<file path="config.mk">
export PLATFORM = sky130hd
export DESIGN_NAME = static_branch_guard
export DESIGN_NICKNAME = d
export VERILOG_FILES = /design/src/rtl/bp_pkg.sv /design/src/rtl/bp_rst_sync.sv /design/src/rtl/bp_policy.sv /design/src/rtl/bp_spec_tracker.sv /design/src/rtl/bp_event_counters.sv /design/src/rtl/static_branch_guard.sv
export SDC_FILE = /design/constraint.sdc
export NUM_CORES = 1
export LEC_CHECK = 0
export ABC_AREA = 1
export ABC_CLOCK_PERIOD_IN_PS = 2900
export BUFFER_PORTS_ARGS = -buffer_cell sky130_fd_sc_hd__buf_4
export CORE_ASPECT_RATIO = 1.4
export CORE_MARGIN = 8
export CORE_UTILIZATION = 40
export CTS_CLUSTER_DIAMETER = 80
export CTS_CLUSTER_SIZE = 14
export DETAILED_ROUTE_END_ITERATION = 7
export GPL_TIMING_DRIVEN = 0
export PLACE_DENSITY = 0.74
export SYNTH_ARGS = -nofsm -noshare
export SYNTH_HDL_FRONTEND = slang
export SYNTH_SLANG_ARGS = --single-unit
</file>
<file path="constraint.sdc">
create_clock -name clk -period 2.9 [get_ports clk]
set_clock_uncertainty 0.05 [all_clocks]
set_input_delay 0.145 -clock clk [delete_from_list [all_inputs] [get_ports clk]]
set_output_delay 0.145 -clock clk [all_outputs]
set_load 0.01 [all_outputs]
</file>
<file path="src/rtl/bp_pkg.sv">
package bp_pkg;
  typedef enum logic [1:0] {
    POL_NEVER    = 2'b00,
    POL_BACKWARD = 2'b01,
    POL_HINT     = 2'b10,
    POL_RESERVED = 2'b11
  } policy_e;

  localparam int unsigned CNT_BRANCH  = 0;
  localparam int unsigned CNT_MISPRED = 1;
  localparam int unsigned NUM_CNT     = 2;
endpackage

</file>
<file path="src/rtl/bp_rst_sync.sv">
module bp_rst_sync #(
  parameter int unsigned STAGES = 2
) (
  input  logic clk,
  input  logic rst_n,
  output logic rst_n_sync
);
  logic [STAGES-1:0] chain_q;

  always_ff @(posedge clk or negedge rst_n) begin
    if (!rst_n) chain_q <= '0;
    else        chain_q <= {chain_q[STAGES-2:0], 1'b1};
  end

  assign rst_n_sync = chain_q[STAGES-1];
endmodule

</file>
<file path="src/rtl/bp_policy.sv">
module bp_policy #(
  parameter int unsigned AW = 32
) (
  input  logic [1:0]    policy_sel,
  input  logic [AW-1:0] pc,
  input  logic [AW-1:0] target,
  input  logic          hint,
  output logic          taken
);
  import bp_pkg::*;

  policy_e pol;
  logic    backward;

  assign pol      = policy_e'(policy_sel);
  assign backward = (target < pc);

  always_comb begin
    unique case (pol)
      POL_BACKWARD: taken = backward;
      POL_HINT:     taken = hint;
      default:      taken = 1'b0;
    endcase
  end
endmodule

</file>
<file path="src/rtl/bp_spec_tracker.sv">
module bp_spec_tracker #(
  parameter int unsigned AW = 32
) (
  input  logic          clk,
  input  logic          rst_n,
  input  logic          open_en,
  input  logic          close_en,
  input  logic          open_pred,
  input  logic [AW-1:0] open_pc,
  input  logic [AW-1:0] open_target,
  output logic          pend,
  output logic          pend_pred,
  output logic [AW-1:0] pend_pc,
  output logic [AW-1:0] pend_target
);
  logic          pend_d, pred_d;
  logic [AW-1:0] pc_d, tgt_d;
  logic          info_en;

  assign info_en = open_en;

  always_comb begin
    pend_d = pend;
    if (open_en)       pend_d = 1'b1;
    else if (close_en) pend_d = 1'b0;
    pred_d = open_pred;
    pc_d   = open_pc;
    tgt_d  = open_target;
  end

  always_ff @(posedge clk or negedge rst_n) begin
    if (!rst_n) pend <= 1'b0;
    else        pend <= pend_d;
  end

  always_ff @(posedge clk or negedge rst_n) begin
    if (!rst_n) begin
      pend_pred   <= 1'b0;
      pend_pc     <= '0;
      pend_target <= '0;
    end else if (info_en) begin
      pend_pred   <= pred_d;
      pend_pc     <= pc_d;
      pend_target <= tgt_d;
    end
  end
endmodule

</file>
<file path="src/rtl/bp_event_counters.sv">
module bp_event_counters #(
  parameter int unsigned N  = 2,
  parameter int unsigned CW = 16
) (
  input  logic          clk,
  input  logic          rst_n,
  input  logic [N-1:0]  inc,
  output logic [N*CW-1:0] counts
);
  localparam logic [CW-1:0] ONE = CW'(1);

  for (genvar i = 0; i < N; i++) begin : g_cnt
    logic [CW-1:0] cnt_q, cnt_d;

    always_comb begin
      cnt_d = cnt_q + ONE;
    end

    always_ff @(posedge clk or negedge rst_n) begin
      if (!rst_n)      cnt_q <= '0;
      else if (inc[i]) cnt_q <= cnt_d;
    end

    assign counts[i*CW +: CW] = cnt_q;
  end
endmodule

</file>
<file path="src/rtl/static_branch_guard.sv">
module static_branch_guard #(
  parameter int unsigned AW          = 32,
  parameter int unsigned CW          = 16,
  parameter int unsigned INSTR_BYTES = 4
) (
  input  logic          clk,
  input  logic          rst_n,
  input  logic [1:0]    policy_sel,
  input  logic          dec_valid,
  input  logic          dec_is_branch,
  input  logic [AW-1:0] dec_pc,
  input  logic [AW-1:0] dec_target,
  input  logic          dec_hint,
  input  logic          ex_resolve,
  input  logic          ex_taken,
  output logic          pred_taken,
  output logic          stall,
  output logic          redir_valid,
  output logic [AW-1:0] redir_addr,
  output logic          flush,
  output logic          commit_en,
  output logic [CW-1:0] br_count,
  output logic [CW-1:0] mispred_count
);
  import bp_pkg::*;

  localparam logic [AW-1:0] STEP = AW'(INSTR_BYTES);

  logic          rst_n_s;
  logic          br_seen, resolving, mispredict, accept, guess;
  logic          pend, pend_pred;
  logic [AW-1:0] pend_pc, pend_target, fix_addr;
  logic [NUM_CNT-1:0]    cnt_inc;
  logic [NUM_CNT*CW-1:0] cnt_bus;

  bp_rst_sync #(.STAGES(2)) u_rst (
    .clk(clk), .rst_n(rst_n), .rst_n_sync(rst_n_s)
  );

  bp_policy #(.AW(AW)) u_pol (
    .policy_sel(policy_sel), .pc(dec_pc), .target(dec_target),
    .hint(dec_hint), .taken(guess)
  );

  always_comb begin
    br_seen    = dec_valid & dec_is_branch;
    resolving  = ex_resolve & pend;
    mispredict = resolving & (ex_taken != pend_pred);
    accept     = br_seen & ~mispredict & (~pend | resolving);
    fix_addr   = ex_taken ? pend_target : (pend_pc + STEP);
  end

  bp_spec_tracker #(.AW(AW)) u_trk (
    .clk(clk), .rst_n(rst_n_s),
    .open_en(accept), .close_en(resolving),
    .open_pred(guess), .open_pc(dec_pc), .open_target(dec_target),
    .pend(pend), .pend_pred(pend_pred), .pend_pc(pend_pc),
    .pend_target(pend_target)
  );

  always_comb begin
    cnt_inc              = '0;
    cnt_inc[CNT_BRANCH]  = accept;
    cnt_inc[CNT_MISPRED] = mispredict;
  end

  bp_event_counters #(.N(NUM_CNT), .CW(CW)) u_cnt (
    .clk(clk), .rst_n(rst_n_s), .inc(cnt_inc), .counts(cnt_bus)
  );

  always_comb begin
    pred_taken    = br_seen & guess;
    stall         = br_seen & pend & ~resolving;
    flush         = mispredict;
    commit_en     = ~pend | (resolving & ~mispredict);
    redir_valid   = mispredict | (accept & guess);
    redir_addr    = mispredict ? fix_addr : dec_target;
    br_count      = cnt_bus[CNT_BRANCH*CW +: CW];
    mispred_count = cnt_bus[CNT_MISPRED*CW +: CW];
  end
endmodule

</file>
* Word level (Yosys, flattened, before mapping)
Index checks and enable logic that the tools add are counted.
Storage, ports and cells: register bits 100, bits of input ports 73, output and inout port bits 69, logic and storage cells 36
Cells by class: add/subtract/negate cells 3, magnitude comparators 1, eq/ne operators 3, multiplexer cells 5, bitwise gates (word level) 16, reduce and logical (&&, ||, !) cells 1
Operators with widths (number):
- two-way mux 32 bit | 2
- adder 16 x 1 -> 16 bit, second input constant | 2
- adder 32 x 3 -> 32 bit, second input constant | 1
- < comparator 32 bit | 1
- bitwise AND 1 bit | 10
- inverter 1 bit | 3
- OR 1 bit | 3
- == test 2 x 1 -> 1 bit, second input constant | 1
- == test 2 bit, second input constant | 1
- two-way mux 1 bit | 2
- case mux 1 bit (2 select lines) | 1
- nonzero test 2 bit | 1
- != test 1 bit | 1

* Longest topological paths before layout
depth in word-level cells 7, mapped depth 15, mapped depth without buffers 15

* Modules after synthesis
A second synthesis with hierarchy kept.
Second synthesis, totals: cell total of the unflattened synthesis 996, area total of the unflattened synthesis 6839.1 um^2
By module, submodules not included:
- bp_spec_tracker | instances 1, cells each 279, area an instance 2511.2 um^2
- static_branch_guard | instances 1, cells each 359, area an instance 1702.9 um^2
- bp_event_counters | instances 1, cells each 214, area an instance 1694.1 um^2
- bp_policy | instances 1, cells each 141, area an instance 877.1 um^2
- bp_rst_sync | instances 1, cells each 3, area an instance 53.8 um^2

* Worst setup path before layout
Ideal clock, no wire load.
path kind register -> output, start register u_trk.pend_pc[2], end output redir_addr[18], arrival 1.529 ns, data required time 2.705 ns, slack 1.176 ns, cell stages (with the launch flop) 10, path buffers 0, cells stage by stage dfrtp_1 > ha_1 > inv_1 > nor2_1 > nand2_1 > nor2_2 > nand3_1 > xor2_1 > nor2_1 > o21ai_1
On the way: longest elaborated chain between the ends 3
RTL lines:
- start, declared | RTL line bp_spec_tracker.sv:13 | output logic [AW-1:0] pend_pc,
- start signal, assigned | RTL line bp_spec_tracker.sv:43 | pend_pc <= pc_d;
- adder 32 x 3 -> 32 bit | RTL line static_branch_guard.sv:50 | fix_addr = ex_taken ? pend_target : (pend_pc + STEP);
- two-way mux 32 bit | RTL line static_branch_guard.sv:50
- two-way mux 32 bit | RTL line static_branch_guard.sv:77 | redir_addr = mispredict ? fix_addr : dec_target;
- end, declared | RTL line static_branch_guard.sv:19 | output logic [AW-1:0] redir_addr,
No other way between the ends.

* Final worst setup path
Ends and elaborated chain as after synthesis.

==> results <==
- The category of the critical setup timing path is flip-flop to output pin.
- The highest cell delay on the worst timing path is 0.40 ns.
- Clock latency on the worst-skew pair, taken at its later pin, is 0.35 ns.
- The fraction of final layout cells with drive strength greater than 1 is 0.180.
- The arrival time at the worst endpoint is 2.49 ns.
- For this run, asynchronously set or reset flops after synthesis account for 1.00.
- Summing all flip-flop and latch instances after layout gives 2510 um^2.
- The first global-routing pass estimated 31300 um of wire.
- The die covers between 15000 and 20000 um^2.
- The worst setup path startpoint is u_trk.pend_pc[2].
- The top fanout value on the critical path is 5.
- The count of mapped cells out of synthesis is between 800 and 900.
- The startpoint type of the worst setup path is a flip-flop.
- The finished layout holds 1205 standard cells, fillers aside.
- The number of slew-limit violations in the final report came to 0.
- The count of different cell masters after synthesis is 39.
- The main flop type after synthesis is sky130_fd_sc_hd__dfrtp_1.
- The number of nets in the synthesized netlist is 954.
- After floorplanning, the core was sized to cover 15500 um^2.
- 142 I/O pins were placed.
- Measured along the y axis, the die boundary spans 164 um.
- The worst register-to-register path begins at u_trk.pend_pred.
- After clock tree synthesis, the clock-pin slew on the worst setup and hold paths is ~0.070 ns.
- The initial antenna violation count came to 0.
- The commonest non-fill, non-tap cell in the layout is sky130_fd_sc_hd__nand2_1.
- The endpoint type of the worst setup path is an output pin.
- The CTS H-tree depth is 3.
- Compared with the post-synthesis result, the final layout area differs by 27.2%.
- The routed design could run at a clock period as short as between 2 and 3 ns.
- The worst register-to-register path has a depth of 9.
- For the pin with the worst max-slew slack, the measured transition is 0.699 ns.
- Once placement completed, the tool counted placed cells totaling 1183.
- TritonCTS created 9 clock buffers.
- Among all stages on the critical path, the largest delay is contributed by sky130_fd_sc_hd__dfrtp_1.
- The flow ran to the end, and the final reports show no timing, DRC or antenna violations.
- The via density per instance is 5.20.
- The reg-to-reg setup timing slack is 1.06 ns.
- The combined global-route utilization of all metal layers is 0.198.
- In this run, the number of DRC markers left after iteration 0 of detailed routing was between 400 and 500.
- The HPWL after detailed placement is about 16000 um.
- The chip width is 122 um.
- The cell with the most instances on the worst path is sky130_fd_sc_hd__nor2_1.
- The type of the most critical hold path is input pin to flip-flop.
- The peak supply drop is between 0.3 and 0.4 mV.
- After filler insertion, the fill cell instance count of the layout stands at 1565.
- The number of optimization iterations in the first detailed-route pass is 7.
- The final weighted congestion in routability-driven placement is approximately 0.94.
- Setup violations remaining at the end of the flow were counted as 0.
- The via count of the first global-routing pass came to around 6400.
- The count of nets left with antenna violations once routing finished came out at 0.
- The largest net degree at the start of global routing is 66.
- Gates resized during post-CTS repair numbered 0.
- Max-cap violations in this run came to 0.
- For this run, design rule violations remaining after detail routing come to 0.
- The remaining max-slew budget at the tightest pin is 0.534.
- The highest attainable clock frequency is 373 MHz.
- Setup repair after global routing left no endpoint under its margin.
- The power density over cell area is 544 nW/um^2.
- The warning count from the yosys run is 0.
- The number of placement rows is 54.
- Clock tree synthesis selected as its root buffer the cell sky130_fd_sc_hd__clkbuf_16.
- Synthesis inferred 100 register bits.
- The critical path ends at redir_addr[18].
- The multi-input gate area in the final layout is roughly 3200 um^2.
- The number of antenna diodes in the final layout is 0.
- In the finished design, the share of the clock period the worst path needs comes to 0.925.
- The signal on the critical path passes through ha_1, inv_1, nor2_1, nand2_1, nor2_2, nand3_1, xor2_1, nor2_1, o21ai_1, buf_4.
- The hold violation total from the final report is 0.
- The hold slack is 0.0300 ns.
- For this design the static power due to leakage is 4.10 nW.
- The TritonCTS clock tree is done.
- Each instance of the synthesized netlist takes up on average 7.41 um^2.
- For this run, the register share of the synthesized area comes to 0.400.
- The routed wire length per instance is 16.4 um.
- The effective utilization at floorplan is 0.405.
- The global route total overflow is 0.
- Counting every sink on the clock net gives 100.
- The worst path required time is 2.71 ns.
- The routed via count is approximately 6300.
- In the layout the commonest cells are sky130_fd_sc_hd__nand2_1 (219), sky130_fd_sc_hd__buf_4 (141), sky130_fd_sc_hd__inv_1 (115).
- The clock passes through at most 2 buffers.
- The final-stage net count is approximately 1100.
- The destination of the worst register-to-register timing path is u_cnt.g_cnt[1].cnt_q[15].
- Summing every instance area after synthesis gives 6260 um^2.
- The number of synthesized flops with an enable pin is 0.
- Buffers placed on the I/O ports in this run total 141.
- The total detailed-routing wirelength is ~20000 um.
- For the final routed database, the setup TNS stands at 0 ns.
area by class of cell:
class | instances | area share
multi-input cells | 602 | 0.404
flip-flops and latches | 100 | 0.315
repair buffers | 148 | 0.144
inverters | 116 | 0.0547
clock buffers | 11 | 0.0317
well taps | 196 | 0.0308
plain buffers | 27 | 0.0132
clock inverters | 5 | 0.00723
worst max-delay path, delay by kind of cell (launching register included):
family | cells | cell delay, ns
flops | 1 | 0.40
fa+ha+maj | 1 | 0.21
buf+inv | 2 | 0.25
xor+xnor | 1 | 0.15
compound gates | 1 | 0.21
simple gates | 5 | 0.91
registers in the layout (all words and copies together) (netlist names):
name and count:
u_cnt.g_cnt.cnt_q 32, u_trk.pend_pc 32, u_trk.pend_target 32, u_rst.chain_q 2, u_trk.pend 1, u_trk.pend_pred 1
synth_stat cells (2+ instances only):
cell type / number / area share
sky130_fd_sc_hd__o31ai_1: 3 / 0.0036
sky130_fd_sc_hd__nand4_1: 10 / 0.010
sky130_fd_sc_hd__o211ai_1: 6 / 0.0072
sky130_fd_sc_hd__buf_1: 5 / 0.0030
sky130_fd_sc_hd__o21ai_1: 3 / 0.0024
sky130_fd_sc_hd__nor2_1: 72 / 0.043
sky130_fd_sc_hd__a22oi_1: 5 / 0.0060
sky130_fd_sc_hd__ha_1: 36 / 0.072
sky130_fd_sc_hd__nor4_1: 7 / 0.0070
sky130_fd_sc_hd__o21ai_0: 95 / 0.076
sky130_fd_sc_hd__nor2_2: 7 / 0.0070
sky130_fd_sc_hd__or2_2: 3 / 0.0030
sky130_fd_sc_hd__xnor2_1: 14 / 0.020
sky130_fd_sc_hd__clkbuf_1: 19 / 0.011
sky130_fd_sc_hd__nand2_1: 219 / 0.13
sky130_fd_sc_hd__o22ai_1: 9 / 0.0090
sky130_fd_sc_hd__dfrtp_1: 100 / 0.40
sky130_fd_sc_hd__xor2_1: 22 / 0.031
sky130_fd_sc_hd__nand3_1: 37 / 0.030
sky130_fd_sc_hd__a21oi_1: 22 / 0.018
sky130_fd_sc_hd__nor3_2: 2 / 0.0032
sky130_fd_sc_hd__inv_1: 115 / 0.069
sky130_fd_sc_hd__nor3_1: 16 / 0.013
sky130_fd_sc_hd__buf_2: 3 / 0.0024
where the power goes:
part / total (mW) / internal [mW] / switching, mW
Sequential: 1.94 / 1.66 / 0.277
Clock: 1.26 / 0.719 / 0.545
Combinational: 1.13 / 0.497 / 0.632
Total: 4.33 / 2.87 / 1.45
worst min path at each step:
stage,start,endpoint,slack (ns),depth (start not counted)
after floorplan,rst_n,u_rst.chain_q[0],-0.20,0
after global placement,rst_n,u_rst.chain_q[0],-0.12,1
after detailed placement,rst_n,u_rst.chain_q[0],-0.12,1
after CTS,dec_pc[9],u_trk.pend_pc[9],0.03,3
after global routing,dec_target[26],u_trk.pend_target[26],0.03,3
final,dec_pc[9],u_trk.pend_pc[9],0.03,3
cells by family (layout without fill, tap and decap cells):
logic type,after synthesis,in the layout,synth area share
compound gates,147,147,0.127
xor+xnor,36,36,0.0504
fa+ha+maj,36,36,0.0720
buf+inv,143,307,0.0863
flops,100,100,0.400
other cells,1,1,0.000599
simple gates,382,382,0.264
per-layer routing:
| metal | vias up | GRT usage | routed length, um |
|---|---|---|---|
| li1 | 3044 | - | - |
| met1 | 2930 | 0.227 | 7900 |
| met2 | 251 | 0.353 | 10100 |
| met3 | 37 | 0.0313 | 1260 |
| met4 | 0 | 0.0867 | 571 |
| met5 | - | 0 | 0 |
metrics by stage:
stage / area, um^2 / worst slack, ns / power [mW] / utilization
after global routing: 7970 / 0.0507 / 4.58 / 0.515
after floorplan: 6260 / 1.17 / 2.55 / -
after detailed placement: 7590 / 0.686 / 3.09 / 0.491
final: 7970 / 0.218 / 4.33 / 0.515
after global placement: 7560 / 0.530 / 3.04 / 0.489
after CTS: 7970 / 0.291 / 4.36 / 0.515
repair_timing:
| action | CTS | global route |
|---|---|---|
| hold endpoints to repair | 7 | 0 |
| hold buffers | 6 | 0 |
| buffers inserted | 0 | 0 |
(Power assumes the default switching activity.)
